## config.mk

```make
export PLATFORM = sky130hd
export DESIGN_NAME = cfg_stream_parser
export DESIGN_NICKNAME = d
export VERILOG_FILES = /design/src/rtl/cfgp_pkg.sv /design/src/rtl/cfgp_shreg.sv /design/src/rtl/cfgp_parity.sv /design/src/rtl/cfg_stream_parser.sv
export SDC_FILE = /design/constraint.sdc
export NUM_CORES = 1
export LEC_CHECK = 0
export BUFFER_PORTS_ARGS = -buffer_cell sky130_fd_sc_hd__buf_2
export CAP_MARGIN = 40
export CORE_AREA = 10 10 141 143
export CTS_CLUSTER_DIAMETER = 50
export DETAILED_ROUTE_END_ITERATION = 8
export DIE_AREA = 0 0 151 153
export HOLD_SLACK_MARGIN = 0.06
export PLACE_DENSITY = 0.48
export REMOVE_ABC_BUFFERS = 1
export SLEW_MARGIN = 20
export SYNTH_ARGS = -nofsm -noshare
export SYNTH_HDL_FRONTEND = slang
export SYNTH_HIERARCHICAL = 1
export SYNTH_SLANG_ARGS = --single-unit
```

## constraint.sdc

```tcl
create_clock -name clk -period 6.4 [get_ports clk]
set_input_delay 1.28 -clock clk [delete_from_list [all_inputs] [get_ports clk]]
set_output_delay 1.28 -clock clk [all_outputs]
set_load 0.01 [all_outputs]
```

## src/rtl/cfgp_pkg.sv

```systemverilog
package cfgp_pkg;
  typedef enum logic [2:0] {
    FT_NONE = 3'd0,
    FT_ID   = 3'd1,
    FT_DATA = 3'd2,
    FT_COMP = 3'd3,
    FT_END  = 3'd4
  } frm_t;

  typedef enum logic [4:0] {
    S_LEAD, S_PRE, S_LEN, S_TRAIL, S_SEEK,
    S_CTLP, S_CTLC, S_OPAR, S_EPAR, S_ADDR,
    S_PEN, S_RSV, S_ID, S_ALIGN, S_WBIT,
    S_DATA, S_STOP, S_END, S_POST
  } pst_t;
endpackage

```

## src/rtl/cfgp_shreg.sv

```systemverilog
module cfgp_shreg #(
  parameter int W = 8
) (
  input  logic         clk,
  input  logic         rst,
  input  logic         en,
  input  logic         din,
  output logic [W-1:0] q
);
  generate
    if (W == 1) begin : g_single
      always_ff @(posedge clk) begin
        if (rst)     q <= '0;
        else if (en) q <= din;
      end
    end else begin : g_multi
      always_ff @(posedge clk) begin
        if (rst)     q <= '0;
        else if (en) q <= {q[W-2:0], din};
      end
    end
  endgenerate
endmodule

```

## src/rtl/cfgp_parity.sv

```systemverilog
module cfgp_parity (
  input  logic clk,
  input  logic rst,
  input  logic clr,
  input  logic en,
  input  logic din,
  output logic fin_odd,
  output logic fin_even
);
  logic ph, xo, xe;

  always_ff @(posedge clk) begin
    if (rst || clr) begin
      ph <= 1'b0;
      xo <= 1'b0;
      xe <= 1'b0;
    end else if (en) begin
      if (ph) xo <= xo ^ din;
      else    xe <= xe ^ din;
      ph <= ~ph;
    end
  end

  assign fin_odd  = xo ^ (en & ph & din);
  assign fin_even = xe ^ (en & ~ph & din);
endmodule

```

## src/rtl/cfg_stream_parser.sv

```systemverilog
module cfg_stream_parser #(
  parameter int ALIGN_BITS = 2,
  parameter int DATA_BITS  = 16,
  parameter int ADDR_W     = 11,
  parameter int LEN_W      = 24,
  parameter int ID_W       = 20,
  parameter int RSV_BITS   = 43
) (
  input  logic                 clk,
  input  logic                 rst,
  input  logic                 in_vld_i,
  input  logic                 in_bit_i,
  output logic                 frame_done_o,
  output logic [2:0]           frm_type_o,
  output logic [ADDR_W-1:0]    addr_o,
  output logic [DATA_BITS-1:0] data_o,
  output logic [LEN_W-1:0]     len_o,
  output logic                 len_vld_o,
  output logic [ID_W-1:0]      id_o,
  output logic                 id_vld_o,
  output logic                 par_en_o,
  output logic                 par_err_o,
  output logic                 fmt_err_o
);
  import cfgp_pkg::*;

  localparam int M1   = (RSV_BITS > DATA_BITS) ? RSV_BITS : DATA_BITS;
  localparam int M2   = (LEN_W > ID_W) ? LEN_W : ID_W;
  localparam int M3   = (M1 > M2) ? M1 : M2;
  localparam int M4   = (ADDR_W > ALIGN_BITS) ? ADDR_W : ALIGN_BITS;
  localparam int MAXC = (M3 > M4) ? M3 : M4;
  localparam int CW   = $clog2(MAXC + 1);
  localparam int TAIL = 13;

  pst_t         st;
  logic [CW-1:0] cnt;
  logic [2:0]   run;
  logic         need3, first_frm, p_r, c_r, opar_r, epar_r;
  logic         done_r, perr_r, ferr_r, lenv_r, idv_r, pen_r;
  frm_t         type_r;

  logic [2:0]        run_nx;
  logic [ADDR_W-1:0] addr_full;
  logic              fin_odd, fin_even, par_mis, par_en_acc;

  assign run_nx    = (run == 3'd4) ? run : run + 3'd1;
  assign addr_full = {addr_o[ADDR_W-2:0], in_bit_i};
  assign par_en_acc = in_vld_i && (st == S_ADDR || st == S_ALIGN ||
                                   st == S_WBIT || st == S_DATA);
  assign par_mis   = ~(fin_odd ^ opar_r) | (fin_even ^ epar_r);

  cfgp_shreg #(.W(LEN_W)) u_len (
    .clk(clk), .rst(rst), .en(in_vld_i && st == S_LEN), .din(in_bit_i), .q(len_o));
  cfgp_shreg #(.W(ADDR_W)) u_addr (
    .clk(clk), .rst(rst), .en(in_vld_i && st == S_ADDR), .din(in_bit_i), .q(addr_o));
  cfgp_shreg #(.W(ID_W)) u_id (
    .clk(clk), .rst(rst), .en(in_vld_i && st == S_ID), .din(in_bit_i), .q(id_o));
  cfgp_shreg #(.W(DATA_BITS)) u_data (
    .clk(clk), .rst(rst), .en(in_vld_i && st == S_DATA), .din(in_bit_i), .q(data_o));

  cfgp_parity u_par (
    .clk(clk), .rst(rst), .clr(in_vld_i && st == S_CTLP), .en(par_en_acc),
    .din(in_bit_i), .fin_odd(fin_odd), .fin_even(fin_even));

  always_ff @(posedge clk) begin
    if (rst) begin
      st <= S_LEAD;  cnt <= '0;  run <= '0;
      need3 <= 1'b0; first_frm <= 1'b0;
      p_r <= 1'b0;   c_r <= 1'b0;  opar_r <= 1'b0; epar_r <= 1'b0;
      done_r <= 1'b0; perr_r <= 1'b0; ferr_r <= 1'b0;
      lenv_r <= 1'b0; idv_r <= 1'b0;  pen_r <= 1'b0;
      type_r <= FT_NONE;
    end else begin
      done_r <= 1'b0;
      perr_r <= 1'b0;
      if (in_vld_i) begin
        unique case (st)
          S_LEAD: begin
            if (in_bit_i) run <= run_nx;
            else if (run == 3'd4) begin st <= S_PRE; cnt <= '0; end
            else run <= '0;
          end
          S_PRE: begin
            if (in_bit_i != (cnt == CW'(1))) begin
              ferr_r <= 1'b1; st <= S_LEAD; run <= '0;
            end else if (cnt == CW'(2)) begin st <= S_LEN; cnt <= '0; end
            else cnt <= cnt + CW'(1);
          end
          S_LEN: begin
            if (cnt == CW'(LEN_W - 1)) begin
              st <= S_TRAIL; run <= '0; lenv_r <= 1'b1;
            end else cnt <= cnt + CW'(1);
          end
          S_TRAIL: begin
            if (in_bit_i) run <= run_nx;
            else if (run == 3'd4) begin st <= S_CTLP; first_frm <= 1'b1; end
            else begin ferr_r <= 1'b1; st <= S_SEEK; run <= '0; end
          end
          S_SEEK: begin
            if (in_bit_i) run <= 3'd1;
            else if (run != 3'd0) st <= S_CTLP;
          end
          S_CTLP: begin p_r <= in_bit_i; st <= S_CTLC; end
          S_CTLC: begin
            c_r <= in_bit_i;
            if (p_r) st <= S_OPAR;
            else if (in_bit_i) begin st <= S_END; cnt <= '0; end
            else begin ferr_r <= 1'b1; st <= S_SEEK; run <= '0; end
          end
          S_OPAR: begin opar_r <= in_bit_i; st <= S_EPAR; end
          S_EPAR: begin epar_r <= in_bit_i; st <= S_ADDR; cnt <= '0; end
          S_ADDR: begin
            if (cnt == CW'(ADDR_W - 1)) begin
              first_frm <= 1'b0;
              cnt <= '0;
              if (first_frm && !c_r && (&addr_full)) st <= S_PEN;
              else if (c_r) begin
                done_r <= 1'b1; type_r <= FT_COMP; perr_r <= pen_r & par_mis;
                st <= S_STOP; need3 <= 1'b0; run <= '0;
              end else st <= (ALIGN_BITS > 0) ? S_ALIGN : S_WBIT;
            end else cnt <= cnt + CW'(1);
          end
          S_PEN: begin pen_r <= in_bit_i; st <= S_RSV; cnt <= '0; end
          S_RSV: begin
            if (in_bit_i) begin ferr_r <= 1'b1; st <= S_SEEK; run <= '0; end
            else if (cnt == CW'(RSV_BITS - 1)) begin st <= S_ID; cnt <= '0; end
            else cnt <= cnt + CW'(1);
          end
          S_ID: begin
            if (cnt == CW'(ID_W - 1)) begin
              idv_r <= 1'b1; done_r <= 1'b1; type_r <= FT_ID;
              st <= S_STOP; need3 <= 1'b1; run <= '0;
            end else cnt <= cnt + CW'(1);
          end
          S_ALIGN: begin
            if (in_bit_i) begin ferr_r <= 1'b1; st <= S_SEEK; run <= '0; end
            else if (cnt == CW'(ALIGN_BITS - 1)) st <= S_WBIT;
            else cnt <= cnt + CW'(1);
          end
          S_WBIT: begin
            if (!in_bit_i) begin ferr_r <= 1'b1; st <= S_SEEK; run <= '0; end
            else begin st <= S_DATA; cnt <= '0; end
          end
          S_DATA: begin
            if (cnt == CW'(DATA_BITS - 1)) begin
              done_r <= 1'b1; type_r <= FT_DATA; perr_r <= pen_r & par_mis;
              st <= S_STOP; need3 <= 1'b0; run <= '0;
            end else cnt <= cnt + CW'(1);
          end
          S_STOP: begin
            if (in_bit_i) run <= run_nx;
            else if (run >= (need3 ? 3'd3 : 3'd1)) st <= S_CTLP;
            else begin ferr_r <= 1'b1; st <= S_SEEK; run <= '0; end
          end
          S_END: begin
            if (in_bit_i != (cnt >= CW'(2))) begin
              ferr_r <= 1'b1; st <= S_SEEK; run <= '0;
            end else if (cnt == CW'(TAIL - 1)) begin
              done_r <= 1'b1; type_r <= FT_END; st <= S_POST;
            end else cnt <= cnt + CW'(1);
          end
          S_POST: begin
            if (!in_bit_i) begin ferr_r <= 1'b1; st <= S_LEAD; run <= '0; end
          end
          default: st <= S_LEAD;
        endcase
      end
    end
  end

  assign frame_done_o = done_r;
  assign frm_type_o   = type_r;
  assign len_vld_o    = lenv_r;
  assign id_vld_o     = idv_r;
  assign par_en_o     = pen_r;
  assign par_err_o    = perr_r;
  assign fmt_err_o    = ferr_r;
endmodule

```

Word level (Yosys, flattened, before mapping) --
Cells that the tools add are included.
Storage, ports and cells: logic and storage cells 255, flip-flop bits (word level) 103, input bits 4
Cells by class: equal/unequal tests 66, reduce and logical (&&, ||, !) cells 43, add/subtract/negate cells 2, bitwise logic cells 15, muxes and demuxes 104, magnitude comparators 2
Operators with widths (count):
- $mux 5 | 23
- $mux 6 | 16
- $pmux 5 s19 | 1
- $mux 3 | 24
- $pmux 6 s12 | 1
- $ne 2x2->1 const B | 26
- $eq 5x4->1 const B | 8
- $pmux 3 s12 | 1
- $mux 1 | 30
- $reduce_bool 12->1 | 2
- $eq 5x3->1 const B | 4
- $eq 6x4->1 const B | 3
- $reduce_and 16->1 | 1
- $eq 5x5->1 const B | 3
- $ne 3x3->1 const B | 5
- $reduce_and 15->1 | 1
- $reduce_and 14->1 | 1
- $reduce_and 2->1 | 7
- $eq 6x5->1 const B | 2
- $pmux 3 s4 | 1
- $reduce_and 11->1 | 1
- $eq 5x2->1 const B | 2
- $ne 2x1->1 const B | 5
- $reduce_and 10->1 | 1
- other kinds (34) | 63

Logic depth before layout (Yosys ltp) --
depth after elaboration 16, mapped depth 10

Hierarchy --
The synthesis kept the hierarchy.
Modules (own cells, without submodules):
- cfg_stream_parser | area each 2467.4 um2, instances 1, cells each 332, seq. area each 580.6 um2
- cfgp_shreg at u_len | area each 869.6 um2, instances 1, cells each 77, seq. area each 480.5 um2
- cfgp_shreg at u_id | area each 705.7 um2, instances 1, cells each 64, seq. area each 400.4 um2
- cfgp_shreg at u_data | area each 580.6 um2, instances 1, cells each 52, seq. area each 320.3 um2
- cfgp_shreg at u_addr | area each 386.6 um2, instances 1, cells each 35, seq. area each 220.2 um2
- cfgp_parity | area each 151.4 um2, instances 1, cells each 15, seq. area each 60.1 um2

Worst setup path after synthesis --
OpenSTA, ideal clock, no wires.
path kind input to register, from in in_vld_i, to reg perr_r, in the netlist par_err_o, buffers on the path 1, arrival 3119 ps, library setup time 80 ps, setup slack 3201 ps, stages 8, path through clkbuf_1 -> inv_1 -> a2111oi_0 -> nand3_1 -> xnor2_1 -> xnor2_1 -> o2111ai_1 -> nor3b_1
Between the ends: cells in the longest elaborated chain, start to end 12
RTL lines:
- from (decl) | line cfg_stream_parser.sv:11 | input logic in_vld_i,
- $logic_and 1x1->1 * | line cfg_stream_parser.sv:48 | assign par_en_acc = in_vld_i && (st == S_ADDR || st == S_ALIGN ||
- via par_en_acc | line cfg_stream_parser.sv:44 | logic fin_odd, fin_even, par_mis, par_en_acc;
- $and 1x1->1 * (2 in series) | line cfgp_parity.sv:24 | assign fin_odd = xo ^ (en & ph & din);
- $xor 1x1->1 * | line cfgp_parity.sv:24
- via fin_odd | line cfg_stream_parser.sv:44
- $xor 1x1->1 * | line cfg_stream_parser.sv:50 | assign par_mis = ~(fin_odd ^ opar_r) | (fin_even ^ epar_r);
- $not 1->1 * | line cfg_stream_parser.sv:50
- $or 1x1->1 * | line cfg_stream_parser.sv:50
- $and 1x1->1 * | line cfg_stream_parser.sv:118, cfg_stream_parser.sv:146
- $mux 1 | line cfg_stream_parser.sv:117 | else if (c_r) begin
- $mux 1 | line cfg_stream_parser.sv:116 | if (first_frm && !c_r && (&addr_full)) st <= S_PEN;
- $mux 1 | line cfg_stream_parser.sv:113 | if (cnt == CW'(ADDR_W - 1)) begin
- $pmux 1 s2 * | line cfg_stream_parser.sv:77 | unique case (st)
- to (signal assigned) | line cfg_stream_parser.sv:70 | done_r <= 1'b0; perr_r <= 1'b0; ferr_r <= 1'b0;
- to (signal assigned) | line cfg_stream_parser.sv:75 | perr_r <= 1'b0;
- to (signal assigned) | line cfg_stream_parser.sv:118 | done_r <= 1'b1; type_r <= FT_COMP; perr_r <= pen_r & par_mis;
- to (decl) | line cfg_stream_parser.sv:39 | logic done_r, perr_r, ferr_r, lenv_r, idv_r, pen_r;
The timed path passes the listed nets; every way through them passes the cells marked *. A chain may end at the register's enable or synchronous reset.

Worst setup path in the final report --
from in in_bit_i, to reg cnt[3]
Between the ends: cells in the longest elaborated chain, start to end 3
RTL lines:
- from (decl) | line cfg_stream_parser.sv:12 | input logic in_bit_i,
- $ne 1x1->1 (tied with other cells) | line cfg_stream_parser.sv:156 | if (in_bit_i != (cnt >= CW'(2))) begin
- $ne 2x2->1 (no source line) or $mux 6 (tied branches)
- $reduce_and 14->1 (no source line) or $pmux 6 s12 (tied branches)
- to (signal assigned) | line cfg_stream_parser.sv:138 | else cnt <= cnt + CW'(1);
- to (signal assigned) | line cfg_stream_parser.sv:148 | end else cnt <= cnt + CW'(1);
- to (signal assigned) | line cfg_stream_parser.sv:160 | end else cnt <= cnt + CW'(1);
- to (decl) | line cfg_stream_parser.sv:36 | logic [CW-1:0] cnt;
Several ways; a longest one is shown, not always the timed one. The select of a mux whose other input is x is not followed.

==> flow_summary.json <==
{
  "status": "finished clean",
  "postCtsHoldBufs": 0,
  "drc": 0,
  "place_congestion": 0.887,
  "leakagePower_nw": 2.31,
  "synth_edf_count": 0,
  "grt_pass1_wl_um": 23400,
  "layout_common_cells": "103 x dfxtp_1, 102 x nor2_1, 84 x buf_2, 75 x mux2i_1",
  "worstPathRequired_ps": 6680,
  "path_clk_slew_ps": 70,
  "place_ws_ps": 2850,
  "worst_setup_path_end_kind": "register",
  "finalCritPeriodShare_pct": 50.2,
  "yosysSeqAreaShare_pct": 40.0,
  "avgSynthCellArea_sq_um": 8.98,
  "tightest_slew_ps": 830,
  "dp_hpwl_um": 10200,
  "ys.flop_type": "dfxtp_1",
  "synth_area_sq_um": 5160,
  "viasPerCell": 5.19,
  "die_w_um": 151,
  "drtIter0Drc": 346,
  "period_needed_ps": 3210,
  "setup_slack_ps": 3190,
  "htreeDepth": 3,
  "hp-class": "reg2reg",
  "port_buffers": 83,
  "core.rowCount": 48,
  "cts-resized-gates": 0,
  "syn_to_final_growth_pct": 16.3,
  "ys.warnings.count": 6,
  "tritoncts": "built",
  "die_h_um": 153,
  "die_area_sq_um": 23100,
  "coreArea_sq_um": 17100,
  "cts_setup_buffers": 0,
  "finish.net_count": 655,
  "final-max-slew-violation-count": 0,
  "cts_sinks": 103,
  "critPathKind": "in2reg",
  "ys_ff_latch": 103,
  "diodes": 0,
  "critPathLaunchType": "input pin",
  "start_util_pct": 30.3,
  "drv_cap": 0,
  "ant_nets": 0,
  "dr_total_vias": 4538,
  "fin_tns_setup_ps": 0,
  "async_flop_share_pct": 0,
  "drt_first_pass_iters": 5,
  "powerDensity_nw_per_um2": 207,
  "grt_use_total_pct": 12.5,
  "root_buffer": "clkbuf_16",
  "first_global_vias": 4473,
  "cts_buffer_depth": 2,
  "r2r_slack_ps": 3340,
  "worst_ep_arrival_time_ps": 3490,
  "finClkSkew_ps": 6.72,
  "grt_overflow_total": 0,
  "path_max_fanout": 26,
  "holdPathStages": 2,
  "cts_buffers": 9,
  "netlist_instances": 575,
  "num_io_pins": 84,
  "max_freq_mhz": 311,
  "total_power_mw": 1.24,
  "reg2regPathDepth": 8,
  "drive_gt1_share_pct": 20.8,
  "peakVddDrop_mv": 0.162,
  "grt_max_degree": 53,
  "clkLatencyLatePin_ps": 350,
  "antenna_found_initial": 0,
  "rsz0062_at_grt": "no",
  "setup_violations": 0,
  "finalWirelength_um": 14500,
  "ys_types": 73,
  "wl_per_cell_um": 16.6,
  "final_common_cell": "dfxtp_1",
  "slew_headroom_pct": 44.6,
  "hold_viol_final": 0
}
-- state kept, by name, indices dropped and copies added, names as in the netlist, 3 cells and up --
| signal | flops |
|---|---|
| st | 5 |
| u_len/q | 24 |
| u_addr/q | 11 |
| run | 3 |
| u_id/q | 20 |
| u_data/q | 16 |
| cnt | 6 |
| frm_type_o | 3 |
-- cells in the mapped netlist (all sizes together), types with 2 or more instances --
cell     count  area share [%]
o211ai       9             1.4
a211o        2            0.34
or3          7            0.87
a31oi        5            0.61
a311oi       3            0.51
clkbuf      20             2.0
ha           7             1.7
buf         17             3.2
or3b         4            0.68
and3         7            0.85
or2          5            0.61
nor3        15             1.7
and4         2            0.34
or4          2            0.39
or2b         2            0.39
o2111ai      4            0.68
a21oi       20             1.9
nand2b       7            0.85
nor2       105             7.7
nand3       11             1.1
o211a        3            0.58
nor3b        7             1.0
o31ai        2            0.29
o21ai       21             2.0
inv         13            0.95
a211oi       8             1.2
mux2i       75              15
nand3b       5            0.73
dfxtp      103              40
and2         3            0.39
nand2       21             1.5
nor2b        9             1.1
nor4         6            0.73
a31o         3            0.51
xnor2        5            0.85
mux2         2            0.44
nand4       13             1.6
-- logic make-up (layout without fill, tap and decap cells) --
family	after synthesis	in the layout	synth area share, %
AOI/OAI and AO/OA	98	98	13.2
xor gates and xnor gates	6	6	1.02
adders and majority gates	7	7	1.70
buffers and inverters	50	124	6.23
DFF	103	103	40.0
muxes	77	77	15.0
and+or+nand+nor	234	234	23.0
-- metal layers --
metal	part of all wire, %	track usage (%)	vias up
met5	0	0	-
met4	1.8	4.26	0
met3	9.2	5.55	21
met2	44	18.4	172
met1	45	15.7	2140
li1	-	-	2205
-- critical path: stages --
cell and delay, ps:
buf_2 450, nor4b_1 120, o21ai_0 180, o221ai_1 130
a2111o_1 490, or2_1 310, or3b_1 380, a21oi_1 150
-- metrics by stage --
stage	area, sq um	hold WS, ps	cells	util (%)
after floorplan	4890	460	538	-
after global placement	5660	446	854	33.2
after detailed placement	5680	449	857	33.3
after CTS	5990	460	873	35.1
after global routing	6000	505	874	35.2
final	6000	460	874	35.2
-- final timing paths --
kind,start,endpoint
max,in_bit_i,cnt[3]
min,frm_type_o[1],frm_type_o[1]
max reg2reg,st[0],st[2]
min reg2reg,frm_type_o[1],frm_type_o[1]
-- layout make-up --
cell class | count | area (sq um)
flip-flops and latches | 103 | 2060
inverters | 13 | 48.8
repair buffers | 95 | 507
clock buffers | 10 | 239
multi-input cells | 422 | 2790
well taps | 225 | 282
fillers | 1817 | 11100
clock inverters | 6 | 70.1
-- power breakdown --
| group | switching (mW) | internal [mW] |
|---|---|---|
| registers | 0.00106 | 0.641 |
| logic | 0.0242 | 0.00715 |
| clock network | 0.280 | 0.289 |
| total | 0.305 | 0.937 |
No activity file was read; power rests on OpenSTA's default activity.
